[src/rtl/tev_pkg.sv]
package tev_pkg;

    localparam int COST_W = 8;
    localparam int SUM_W  = COST_W + 2;

    typedef logic [COST_W-1:0] cost_t;
    typedef logic [SUM_W-1:0]  wide_t;

    localparam cost_t COST_MAX = '1;
    localparam cost_t COST_ONE = cost_t'(1);

    typedef enum logic [1:0] {
        GK_AND = 2'b00,
        GK_OR  = 2'b01,
        GK_NOT = 2'b10,
        GK_XOR = 2'b11
    } gate_kind_e;

    typedef enum logic [1:0] {
        PH_IDLE,
        PH_FWD,
        PH_BWD,
        PH_FIN
    } phase_e;

    // Drive costs of one node.
    typedef struct packed {
        cost_t c0;
        cost_t c1;
    } drive_pair_t;

    localparam drive_pair_t PAIR_INIT = '{c0: COST_ONE, c1: COST_ONE};

    function automatic wide_t widen(cost_t v);
        return {{(SUM_W-COST_W){1'b0}}, v};
    endfunction

    function automatic cost_t clamp(wide_t v);
        return (v > widen(COST_MAX)) ? COST_MAX : v[COST_W-1:0];
    endfunction

    function automatic cost_t cmin(cost_t a, cost_t b);
        return (a < b) ? a : b;
    endfunction

    function automatic cost_t add3(cost_t a, cost_t b, cost_t c);
        return clamp(widen(a) + widen(b) + widen(c));
    endfunction

    // min(a0+b0, a1+b1) + 1, saturated
    function automatic cost_t min_sum_inc(cost_t a0, cost_t b0, cost_t a1, cost_t b1);
        wide_t s0;
        wide_t s1;
        s0 = widen(a0) + widen(b0);
        s1 = widen(a1) + widen(b1);
        return clamp(((s0 < s1) ? s0 : s1) + widen(COST_ONE));
    endfunction

endpackage

[src/rtl/tev_gate_table.sv]
module tev_gate_table
    import tev_pkg::*;
#(
    parameter int SLOTS  = 16,
    parameter int NIDX_W = 4,
    parameter int SLOT_W = 4
) (
    input  logic              clk,
    input  logic              rst,
    input  logic              we,
    input  logic [SLOT_W-1:0] w_slot,
    input  gate_kind_e        w_kind,
    input  logic [NIDX_W-1:0] w_a,
    input  logic [NIDX_W-1:0] w_b,
    input  logic [NIDX_W-1:0] w_dst,
    input  logic [SLOT_W-1:0] r_slot,
    output gate_kind_e        r_kind,
    output logic [NIDX_W-1:0] r_a,
    output logic [NIDX_W-1:0] r_b,
    output logic [NIDX_W-1:0] r_dst
);

    gate_kind_e        kind_q [SLOTS];
    logic [NIDX_W-1:0] a_q    [SLOTS];
    logic [NIDX_W-1:0] b_q    [SLOTS];
    logic [NIDX_W-1:0] dst_q  [SLOTS];

    logic slot_ok;
    assign slot_ok = (32'(w_slot) < SLOTS);

    always_ff @(posedge clk) begin
        if (rst) begin
            for (int i = 0; i < SLOTS; i++) begin
                kind_q[i] <= GK_AND;
                a_q[i]    <= '0;
                b_q[i]    <= '0;
                dst_q[i]  <= '0;
            end
        end else if (we && slot_ok) begin
            kind_q[w_slot] <= w_kind;
            a_q[w_slot]    <= w_a;
            b_q[w_slot]    <= w_b;
            dst_q[w_slot]  <= w_dst;
        end
    end

    assign r_kind = kind_q[r_slot];
    assign r_a    = a_q[r_slot];
    assign r_b    = b_q[r_slot];
    assign r_dst  = dst_q[r_slot];

endmodule

[src/rtl/tev_fwd_rules.sv]
module tev_fwd_rules
    import tev_pkg::*;
(
    input  gate_kind_e  kind,
    input  drive_pair_t src_a,
    input  drive_pair_t src_b,
    output drive_pair_t dst
);

    always_comb begin
        dst = PAIR_INIT;
        case (kind)
            GK_AND: begin
                dst.c0 = add3(cmin(src_a.c0, src_b.c0), '0, COST_ONE);
                dst.c1 = add3(src_a.c1, src_b.c1, COST_ONE);
            end
            GK_OR: begin
                dst.c1 = add3(cmin(src_a.c1, src_b.c1), '0, COST_ONE);
                dst.c0 = add3(src_a.c0, src_b.c0, COST_ONE);
            end
            GK_NOT: begin
                dst.c0 = add3(src_a.c1, '0, COST_ONE);
                dst.c1 = add3(src_a.c0, '0, COST_ONE);
            end
            GK_XOR: begin
                dst.c0 = min_sum_inc(src_a.c0, src_b.c0, src_a.c1, src_b.c1);
                dst.c1 = min_sum_inc(src_a.c0, src_b.c1, src_a.c1, src_b.c0);
            end
            default: dst = PAIR_INIT;
        endcase
    end

endmodule

[src/rtl/tev_obs_rules.sv]
module tev_obs_rules
    import tev_pkg::*;
(
    input  gate_kind_e  kind,
    input  cost_t       obs_dst,
    input  drive_pair_t src_a,
    input  drive_pair_t src_b,
    output cost_t       cand_a,
    output cost_t       cand_b,
    output logic        uses_b
);

    always_comb begin
        uses_b = (kind != GK_NOT);
        case (kind)
            GK_AND: begin
                cand_a = add3(obs_dst, src_b.c1, COST_ONE);
                cand_b = add3(obs_dst, src_a.c1, COST_ONE);
            end
            GK_OR: begin
                cand_a = add3(obs_dst, src_b.c0, COST_ONE);
                cand_b = add3(obs_dst, src_a.c0, COST_ONE);
            end
            default: begin
                cand_a = add3(obs_dst, '0, COST_ONE);
                cand_b = add3(obs_dst, '0, COST_ONE);
            end
        endcase
    end

endmodule

[src/rtl/tev_evaluator.sv]
module tev_evaluator
    import tev_pkg::*;
#(
    parameter int NODES     = 16,
    parameter int MAX_GATES = 16,
    localparam int NIDX_W   = $clog2(NODES),
    localparam int SLOT_W   = $clog2(MAX_GATES),
    localparam int CNT_W    = $clog2(MAX_GATES + 1)
) (
    input  logic              clk,
    input  logic              rst,
    input  logic              wr_en,
    input  logic [SLOT_W-1:0] wr_slot,
    input  logic [1:0]        wr_kind,
    input  logic [NIDX_W-1:0] wr_src_a,
    input  logic [NIDX_W-1:0] wr_src_b,
    input  logic [NIDX_W-1:0] wr_dst,
    input  logic              start,
    input  logic [CNT_W-1:0]  num_gates,
    output logic              busy,
    output logic              done,
    input  logic [NIDX_W-1:0] rd_node,
    output logic [7:0]        rd_cost0,
    output logic [7:0]        rd_cost1,
    output logic [7:0]        rd_obs,
    output logic [7:0]        rd_test_sa0,
    output logic [7:0]        rd_test_sa1
);

    localparam logic [CNT_W-1:0] CNT_LIMIT = CNT_W'(MAX_GATES);

    phase_e            phase_q;
    logic [SLOT_W-1:0] gidx_q;
    logic [SLOT_W-1:0] last_q;
    logic              done_q;

    drive_pair_t drive_q [NODES];
    cost_t       obs_q   [NODES];
    logic        seen_q  [NODES];

    drive_pair_t drive_d [NODES];
    cost_t       obs_d   [NODES];
    logic        seen_d  [NODES];

    logic start_ok;
    assign start_ok = start && (phase_q == PH_IDLE);

    // ---------------- gate table ----------------
    gate_kind_e        g_kind;
    logic [NIDX_W-1:0] g_a, g_b, g_dst;

    tev_gate_table #(
        .SLOTS (MAX_GATES),
        .NIDX_W(NIDX_W),
        .SLOT_W(SLOT_W)
    ) u_table (
        .clk   (clk),
        .rst   (rst),
        .we    (wr_en && (phase_q == PH_IDLE)),
        .w_slot(wr_slot),
        .w_kind(gate_kind_e'(wr_kind)),
        .w_a   (wr_src_a),
        .w_b   (wr_src_b),
        .w_dst (wr_dst),
        .r_slot(gidx_q),
        .r_kind(g_kind),
        .r_a   (g_a),
        .r_b   (g_b),
        .r_dst (g_dst)
    );

    // ---------------- recurrence units ----------------
    drive_pair_t pair_a, pair_b, pair_y;
    cost_t       obs_y, cand_a, cand_b;
    logic        uses_b;

    assign pair_a = drive_q[g_a];
    assign pair_b = drive_q[g_b];
    assign obs_y  = obs_q[g_dst];

    tev_fwd_rules u_fwd (
        .kind (g_kind),
        .src_a(pair_a),
        .src_b(pair_b),
        .dst  (pair_y)
    );

    tev_obs_rules u_obs (
        .kind   (g_kind),
        .obs_dst(obs_y),
        .src_a  (pair_a),
        .src_b  (pair_b),
        .cand_a (cand_a),
        .cand_b (cand_b),
        .uses_b (uses_b)
    );

    // ---------------- node state update ----------------
    always_comb begin
        for (int n = 0; n < NODES; n++) begin
            drive_d[n] = drive_q[n];
            obs_d[n]   = obs_q[n];
            seen_d[n]  = seen_q[n];
        end
        if (start_ok) begin
            for (int n = 0; n < NODES; n++) begin
                drive_d[n] = PAIR_INIT;
                obs_d[n]   = COST_ONE;
                seen_d[n]  = 1'b0;
            end
        end else if (phase_q == PH_FWD) begin
            drive_d[g_dst] = pair_y;
        end else if (phase_q == PH_BWD) begin
            for (int n = 0; n < NODES; n++) begin
                if (NIDX_W'(n) == g_a) begin
                    obs_d[n]  = seen_d[n] ? cmin(obs_d[n], cand_a) : cand_a;
                    seen_d[n] = 1'b1;
                end
                if (uses_b && (NIDX_W'(n) == g_b)) begin
                    obs_d[n]  = seen_d[n] ? cmin(obs_d[n], cand_b) : cand_b;
                    seen_d[n] = 1'b1;
                end
            end
        end
    end

    always_ff @(posedge clk) begin
        if (rst) begin
            for (int n = 0; n < NODES; n++) begin
                drive_q[n] <= PAIR_INIT;
                obs_q[n]   <= COST_ONE;
                seen_q[n]  <= 1'b0;
            end
        end else begin
            for (int n = 0; n < NODES; n++) begin
                drive_q[n] <= drive_d[n];
                obs_q[n]   <= obs_d[n];
                seen_q[n]  <= seen_d[n];
            end
        end
    end

    // ---------------- sequencer ----------------
    logic [CNT_W-1:0] n_eff;
    assign n_eff = (num_gates > CNT_LIMIT) ? CNT_LIMIT : num_gates;

    always_ff @(posedge clk) begin
        if (rst) begin
            phase_q <= PH_IDLE;
            gidx_q  <= '0;
            last_q  <= '0;
            done_q  <= 1'b0;
        end else begin
            case (phase_q)
                PH_IDLE: begin
                    if (start) begin
                        done_q <= 1'b0;
                        gidx_q <= '0;
                        last_q <= SLOT_W'(n_eff - CNT_W'(1));
                        phase_q <= (n_eff == '0) ? PH_FIN : PH_FWD;
                    end
                end
                PH_FWD: begin
                    if (gidx_q == last_q) begin
                        phase_q <= PH_BWD;
                    end else begin
                        gidx_q <= gidx_q + SLOT_W'(1);
                    end
                end
                PH_BWD: begin
                    if (gidx_q == '0) begin
                        phase_q <= PH_FIN;
                    end else begin
                        gidx_q <= gidx_q - SLOT_W'(1);
                    end
                end
                PH_FIN: begin
                    done_q  <= 1'b1;
                    phase_q <= PH_IDLE;
                end
                default: phase_q <= PH_IDLE;
            endcase
        end
    end

    assign busy = (phase_q != PH_IDLE);
    assign done = done_q;

    // ---------------- read port ----------------
    drive_pair_t rd_pair;
    cost_t       rd_o;
    assign rd_pair     = drive_q[rd_node];
    assign rd_o        = obs_q[rd_node];
    assign rd_cost0    = rd_pair.c0;
    assign rd_cost1    = rd_pair.c1;
    assign rd_obs      = rd_o;
    assign rd_test_sa0 = add3(rd_pair.c1, rd_o, '0);
    assign rd_test_sa1 = add3(rd_pair.c0, rd_o, '0);

    // ---------------- assertions ----------------

    bwd_done_chk: assert property (@(posedge clk) disable iff (rst)
        (phase_q == PH_BWD && gidx_q == '0) |-> ##2 done_q);


    busy_not_done_chk: assert property (@(posedge clk) disable iff (rst)
        busy |-> !done);


    fwd_growth_chk: assert property (@(posedge clk) disable iff (rst)
        (phase_q == PH_FWD) |-> (pair_y.c0 >= cost_t'(2) && pair_y.c1 >= cost_t'(2)));


    obs_growth_chk: assert property (@(posedge clk) disable iff (rst)
        (phase_q == PH_BWD) |-> (cand_a > obs_y || cand_a == COST_MAX));


    figure_floor_chk: assert property (@(posedge clk) disable iff (rst)
        (rd_test_sa0 >= rd_obs) && (rd_test_sa1 >= rd_obs));


    hold_results_chk: assert property (@(posedge clk) disable iff (rst)
        (phase_q == PH_IDLE && !start) ##1 $stable(rd_node)
            |-> ($stable(rd_cost0) && $stable(rd_cost1) && $stable(rd_obs)));

endmodule

[config.mk]
export PLATFORM = sky130hd
export DESIGN_NAME = tev_evaluator
export DESIGN_NICKNAME = d
export VERILOG_FILES = /design/src/rtl/tev_pkg.sv /design/src/rtl/tev_gate_table.sv /design/src/rtl/tev_fwd_rules.sv /design/src/rtl/tev_obs_rules.sv /design/src/rtl/tev_evaluator.sv
export SDC_FILE = /design/constraint.sdc
export NUM_CORES = 2
export LEC_CHECK = 0
export ABC_CLOCK_PERIOD_IN_PS = 33100
export BUFFER_PORTS_ARGS = -buffer_cell sky130_fd_sc_hd__buf_4
export CAP_MARGIN = 20
export CORE_ASPECT_RATIO = 1.75
export CORE_MARGIN = 8
export CORE_UTILIZATION = 60
export CTS_CLUSTER_SIZE = 14
export DETAILED_ROUTE_END_ITERATION = 6
export GPL_ROUTABILITY_DRIVEN = 0
export GPL_TIMING_DRIVEN = 0
export HOLD_SLACK_MARGIN = 0.15
export PLACE_DENSITY = 0.83
export SYNTH_ARGS = -nofsm -noshare
export SYNTH_HDL_FRONTEND = slang
export SYNTH_SLANG_ARGS = --single-unit
[constraint.sdc]
create_clock -name clk -period 33.1 [get_ports clk]
set_input_delay 4.965 -clock clk [delete_from_list [all_inputs] [get_ports clk]]
set_output_delay 4.965 -clock clk [all_outputs]
set_load 0.05 [all_outputs]
==> flow_metrics.py, run 1 <==
metrics = {
    "synth": {
        "synth_async_sr_flop_share_pct": 0,
        "synth_compound_area_share_pct": 17.1,
        "seq_area_frac_synth_pct": 31.2,
        "synth.distinct_cells": 103,
        "synthSimpleGateAreaFrac_pct": 19.3,
        "syn_inst": 5342,
        "synth.area.top_cells": "dfxtp_1, edfxtp_1, mux4_2",
        "synth_ff_type": "dfxtp_1",
        "yosysTopAreaCellShare_pct": 17.2,
        "syn_area_per_cell_sq_um": 9.02,
        "syn_area_sq_um": 48200,
        "postSynthRegisterBits": 639,
        "syn-num-nets": 5710,
        "synth_edf_count": 224,
        "synth_fa_ha_area_share_pct": 8.99,
        "yosysWarnings": 0,
        "synthMuxAreaShare_pct": 17.0,
        "synthXorXnorAreaFrac_pct": 2.38,
        "yosysTopAreaCell": "dfxtp_1",
        "synthTopCellsByCount": "nand2_1, a21oi_1, dfxtp_1",
        "synth_top_family_by_area": "simple AND/OR/NAND/NOR gates",
        "synth.most_common_cell": "nand2_1",
    },
    "cts": {
        "cts_setup_buffers": 0,
        "cts_inserted_buffers": 59,
        "hold_buffers": 0,
        "clock-root-buffer": "clkbuf_16",
        "clock_path_buffers": 3,
        "htree_levels": 2,
        "ctsResizeCount": 0,
        "cts.sinks": 639,
    },
    "status": {
        "outcome": "did not finish",
        "firstError": "[ERROR GRT-0116] Global routing finished with congestion. Check the congestion regions in the DRC Viewer.",
        "lastStage": "global routing (5_1_grt)",
    },
    "die": {
        "die_y_um": 391,
        "rows": 137,
        "die_w_um": 230,
        "boundaryPins": 73,
        "start_util_pct": 60.5,
    },
    "global_routing": {
        "grt_pass1_wl_um": 365000,
        "grt_usage_pct": 55.1,
        "grt-ovfl-total": 41,
        "grt_max_degree": 25,
        "grt_pass1_vias": 52200,
    },
    "placed_design": {
        "pre_cts_slack_ns": 17.38,
        "dp_hpwl_um": 163000,
        "io_buffers": 68,
    },
}
kinds of logic after synthesis:
| family | Yosys count |
|---|---|
| AOI/OAI and AO/OA | 1303 |
| adders and majority gates | 342 |
| and+or+nand+nor | 1952 |
| xor gates and xnor gates | 128 |
| buffers and inverters | 500 |
| DFF | 639 |
| muxes | 478 |
per-stage QoR:
step           cells  instance area [sq um]  utilization [%]
4_1_cts         6620                  53100             66.6
3_5_place_dp    6517                  51100             64.1
3_3_place_gp    6452                  50000             62.8
2_1_floorplan   5342                  48200                -
layer usage:
layer	GRT overflow	track usage (%)
met4	25	54.2
met3	0	38.3
met2	14	74.5
met5	1	20.7
met1	1	52.5
==> run 2, diff against run 1 <==
--- a/config.mk
+++ b/config.mk
@@ -8,15 +8,12 @@
 export ABC_CLOCK_PERIOD_IN_PS = 33100
 export BUFFER_PORTS_ARGS = -buffer_cell sky130_fd_sc_hd__buf_4
 export CAP_MARGIN = 20
-export CORE_ASPECT_RATIO = 1.75
 export CORE_MARGIN = 8
-export CORE_UTILIZATION = 60
-export CTS_CLUSTER_SIZE = 14
+export CORE_UTILIZATION = 40
 export DETAILED_ROUTE_END_ITERATION = 6
 export GPL_ROUTABILITY_DRIVEN = 0
 export GPL_TIMING_DRIVEN = 0
-export HOLD_SLACK_MARGIN = 0.15
-export PLACE_DENSITY = 0.83
+export PLACE_DENSITY_LB_ADDON = 0.15
 export SYNTH_ARGS = -nofsm -noshare
 export SYNTH_HDL_FRONTEND = slang
 export SYNTH_SLANG_ARGS = --single-unit
==> run 2 against run 1 <==
The run now ends clean; synthesized cell count unchanged; synthesized area unchanged.
==> flow_metrics.py, run 2 <==
metrics = {
    "status": {
        "outcome": "completed",
    },
    "die": {
        "die_y_um": 363,
        "core_area_sq_um": 120000,
        "boundaryPins": 73,
        "start_util_pct": 40.2,
        "rows": 127,
        "die_w_um": 363,
        "die_area_sq_um": 132000,
    },
    "cts": {
        "hold_buffers": 0,
        "clock_path_buffers": 3,
        "clk_pin_slew_ns": 0.06,
        "htree_levels": 3,
        "clock-root-buffer": "clkbuf_16",
        "ctsResizeCount": 0,
        "insertion_delay_ns": 0.75,
        "cts.sinks": 639,
        "cts_tree": "yes",
        "cts_setup_buffers": 0,
        "cts_inserted_buffers": 76,
    },
    "synth": {
        "syn_inst": 5342,
        "yosysTopAreaCell": "dfxtp_1",
        "postSynthRegisterBits": 639,
        "synthTopCellsByCount": "nand2_1, a21oi_1, dfxtp_1",
        "seq_area_frac_synth_pct": 31.2,
        "synth_ff_type": "dfxtp_1",
        "yosysTopAreaCellShare_pct": 17.2,
        "synth_edf_count": 224,
        "synth.distinct_cells": 103,
        "yosysWarnings": 0,
        "synth.most_common_cell": "nand2_1",
        "syn-num-nets": 5710,
        "syn_area_sq_um": 48200,
        "syn_area_per_cell_sq_um": 9.02,
        "synth.area.top_cells": "dfxtp_1, edfxtp_1, mux4_2",
        "synth_async_sr_flop_share_pct": 0,
    },
    "detailed_routing": {
        "wl_per_cell_um": 32.1,
        "viasPerCell": 6.53,
        "dr.pass1.iters": 7,
        "drtIter0Drc": 7113,
        "ant_nets": 0,
        "vias": 47200,
        "drc": 0,
        "routed_wl_um": 232000,
    },
    "sta": {
        "hold_viol_final": 0,
        "relSlewSlack_pct": 9.77,
        "fmax_mhz": 59.4,
        "fin_tns_setup_ns": 0,
        "rsz0062_at_grt": "no",
        "fin_crit_sh_pct": 50.8,
        "clock_skew_ns": 0.0763,
        "worst_pin_slew_ns": 1.35,
        "setup_viol": 0,
        "slew_violations": 0,
        "period_needed_ns": 16.83,
    },
    "global_routing": {
        "grt_max_degree": 25,
        "grt_antenna_before_repair": 10,
        "grt-ovfl-total": 0,
        "grt_pass1_wl_um": 324000,
        "grt_pass1_vias": 43900,
        "grt_usage_pct": 33.8,
    },
    "min_path": {
        "hold_start": "drive_q[3][15]$_SDFFE_PP0P_",
        "hold_depth": 2,
        "hp-class": "reg -> reg",
        "hold_path_end": "drive_q[3][15]$_SDFFE_PP0P_",
    },
    "setup_path": {
        "r2r_cells": 44,
        "cpPeakStageDelay_ns": 0.97,
        "r2r_slack_ns": 17.08,
        "crit_buf_inv": 4,
        "cp_top_family": "buffers and inverters",
        "arrival_ns": 11.86,
        "regToRegEndpoint": "obs_q[6][5]$_SDFFE_PP0P_",
        "slowest_stage": "buf_1",
        "worst_path_most_repeated_cell": "a21oi_1",
        "start_kind": "input port",
        "cp_cell_sequence": "clkbuf_1 -> buf_1 -> buf_1 -> mux4_2 -> mux4_2 -> ha_1 -> fa_1 -> a21oi_1 -> nor2_1 -> nor2_1 -> o21bai_1 -> a21oi_1 -> o21bai_1 -> a21oi_1 -> nand2_1 -> buf_4",
        "crit_fanout": 10,
        "required_ns": 28.13,
        "critPathKind": "in -> out",
        "cp-end-kind": "primary output",
    },
    "placed_design": {
        "io_buffers": 68,
        "dp_hpwl_um": 174000,
        "placed_cells": 7084,
    },
    "final_layout": {
        "regMostFlops": "drive_q",
        "drive_above_1_share_pct": 13.4,
        "reg.largest.list": "drive_q: 256 flops, obs_q: 128 flops",
        "post-route-util_pct": 45.5,
        "nets": 5921,
        "synthToLayoutAreaGrowth_pct": 13.0,
        "final_common_cell": "nand2_1",
        "stdcell_count": 7231,
        "fill_cells": 11600,
        "final_cell_mix": "nand2_1, a21oi_1, dfxtp_1",
        "largest_reg_flops": 256,
    },
    "flow_run": {
        "maxCapViolCount": 0,
    },
}
[run 2: cell counts after synthesis]
Identical to the previous run, type by type.
[run 2: worst max path at each step]
| stage | endpoint | start | slack, ns | cells after the start |
|---|---|---|---|---|
| 5_1_grt | rd_test_sa0[4] | rd_node[1] | 16.23 | 16 |
| 3_5_place_dp | rd_test_sa0[4] | rd_node[1] | 16.68 | 16 |
| 3_3_place_gp | obs_q[6][5]$_SDFFE_PP0P_ | flop | 11.12 | 42 |
| 2_1_floorplan | rd_test_sa0[2] | rd_node[0] | 18.69 | 15 |
| 4_1_cts | rd_test_sa0[4] | rd_node[1] | 16.66 | 16 |
| 6_report | rd_test_sa0[4] | rd_node[1] | 16.27 | 16 |
[run 2: tightest hold or removal path, cell delays in order, from the launching register on]
cell     delay [ns]
dfxtp_1        0.33
nand2_1        0.06
a21oi_1        0.05
[run 2: logic make-up after synthesis]
kind of cell,share of synthesized area [%]
AOI/OAI and AO/OA,17.1
xor gates and xnor gates,2.38
adders and majority gates,8.99
buffers and inverters,4.12
DFF,31.2
muxes,17.0
and+or+nand+nor,19.3
[run 2: per-stage QoR]
stage / setup slack (ns) / cell area [sq um] / hold WS [ns]
floorplan: 18.69 / 48200 / 0.451
global placement: 11.12 / 50700 / 0.469
detailed placement: 16.68 / 51800 / 0.475
global route: 16.23 / 54500 / 0.504
CTS: 16.66 / 54500 / 0.483
finish: 16.27 / 54500 / 0.487
[run 2: layout make-up]
| class | instances | area (sq um) | area share (%) |
|---|---|---|---|
| Clock inverter | 35 | 477 | 0.875 |
| Sequential cell | 639 | 15000 | 27.6 |
| Multi-Input combinational cell | 4203 | 31400 | 57.6 |
| Antenna cell | 8 | 20.0 | 0.0367 |
| Timing Repair Buffer | 133 | 1400 | 2.57 |
| Clock buffer | 101 | 2140 | 3.93 |
| Inverter | 140 | 526 | 0.964 |
| Buffer | 360 | 1470 | 2.70 |
| Tap cell | 1612 | 2020 | 3.70 |
[run 2: layer usage]
layer  share of wire, %  track usage, %
met1                 38            42.3
met2                 41            48.5
met3                 14            12.5
met4                8.2            22.1
met5              0.047           0.617
Power of run 2 is left out: the tool's default activity adds up to more than one toggle a clock period on the data nets, which glitch-free logic cannot reach.
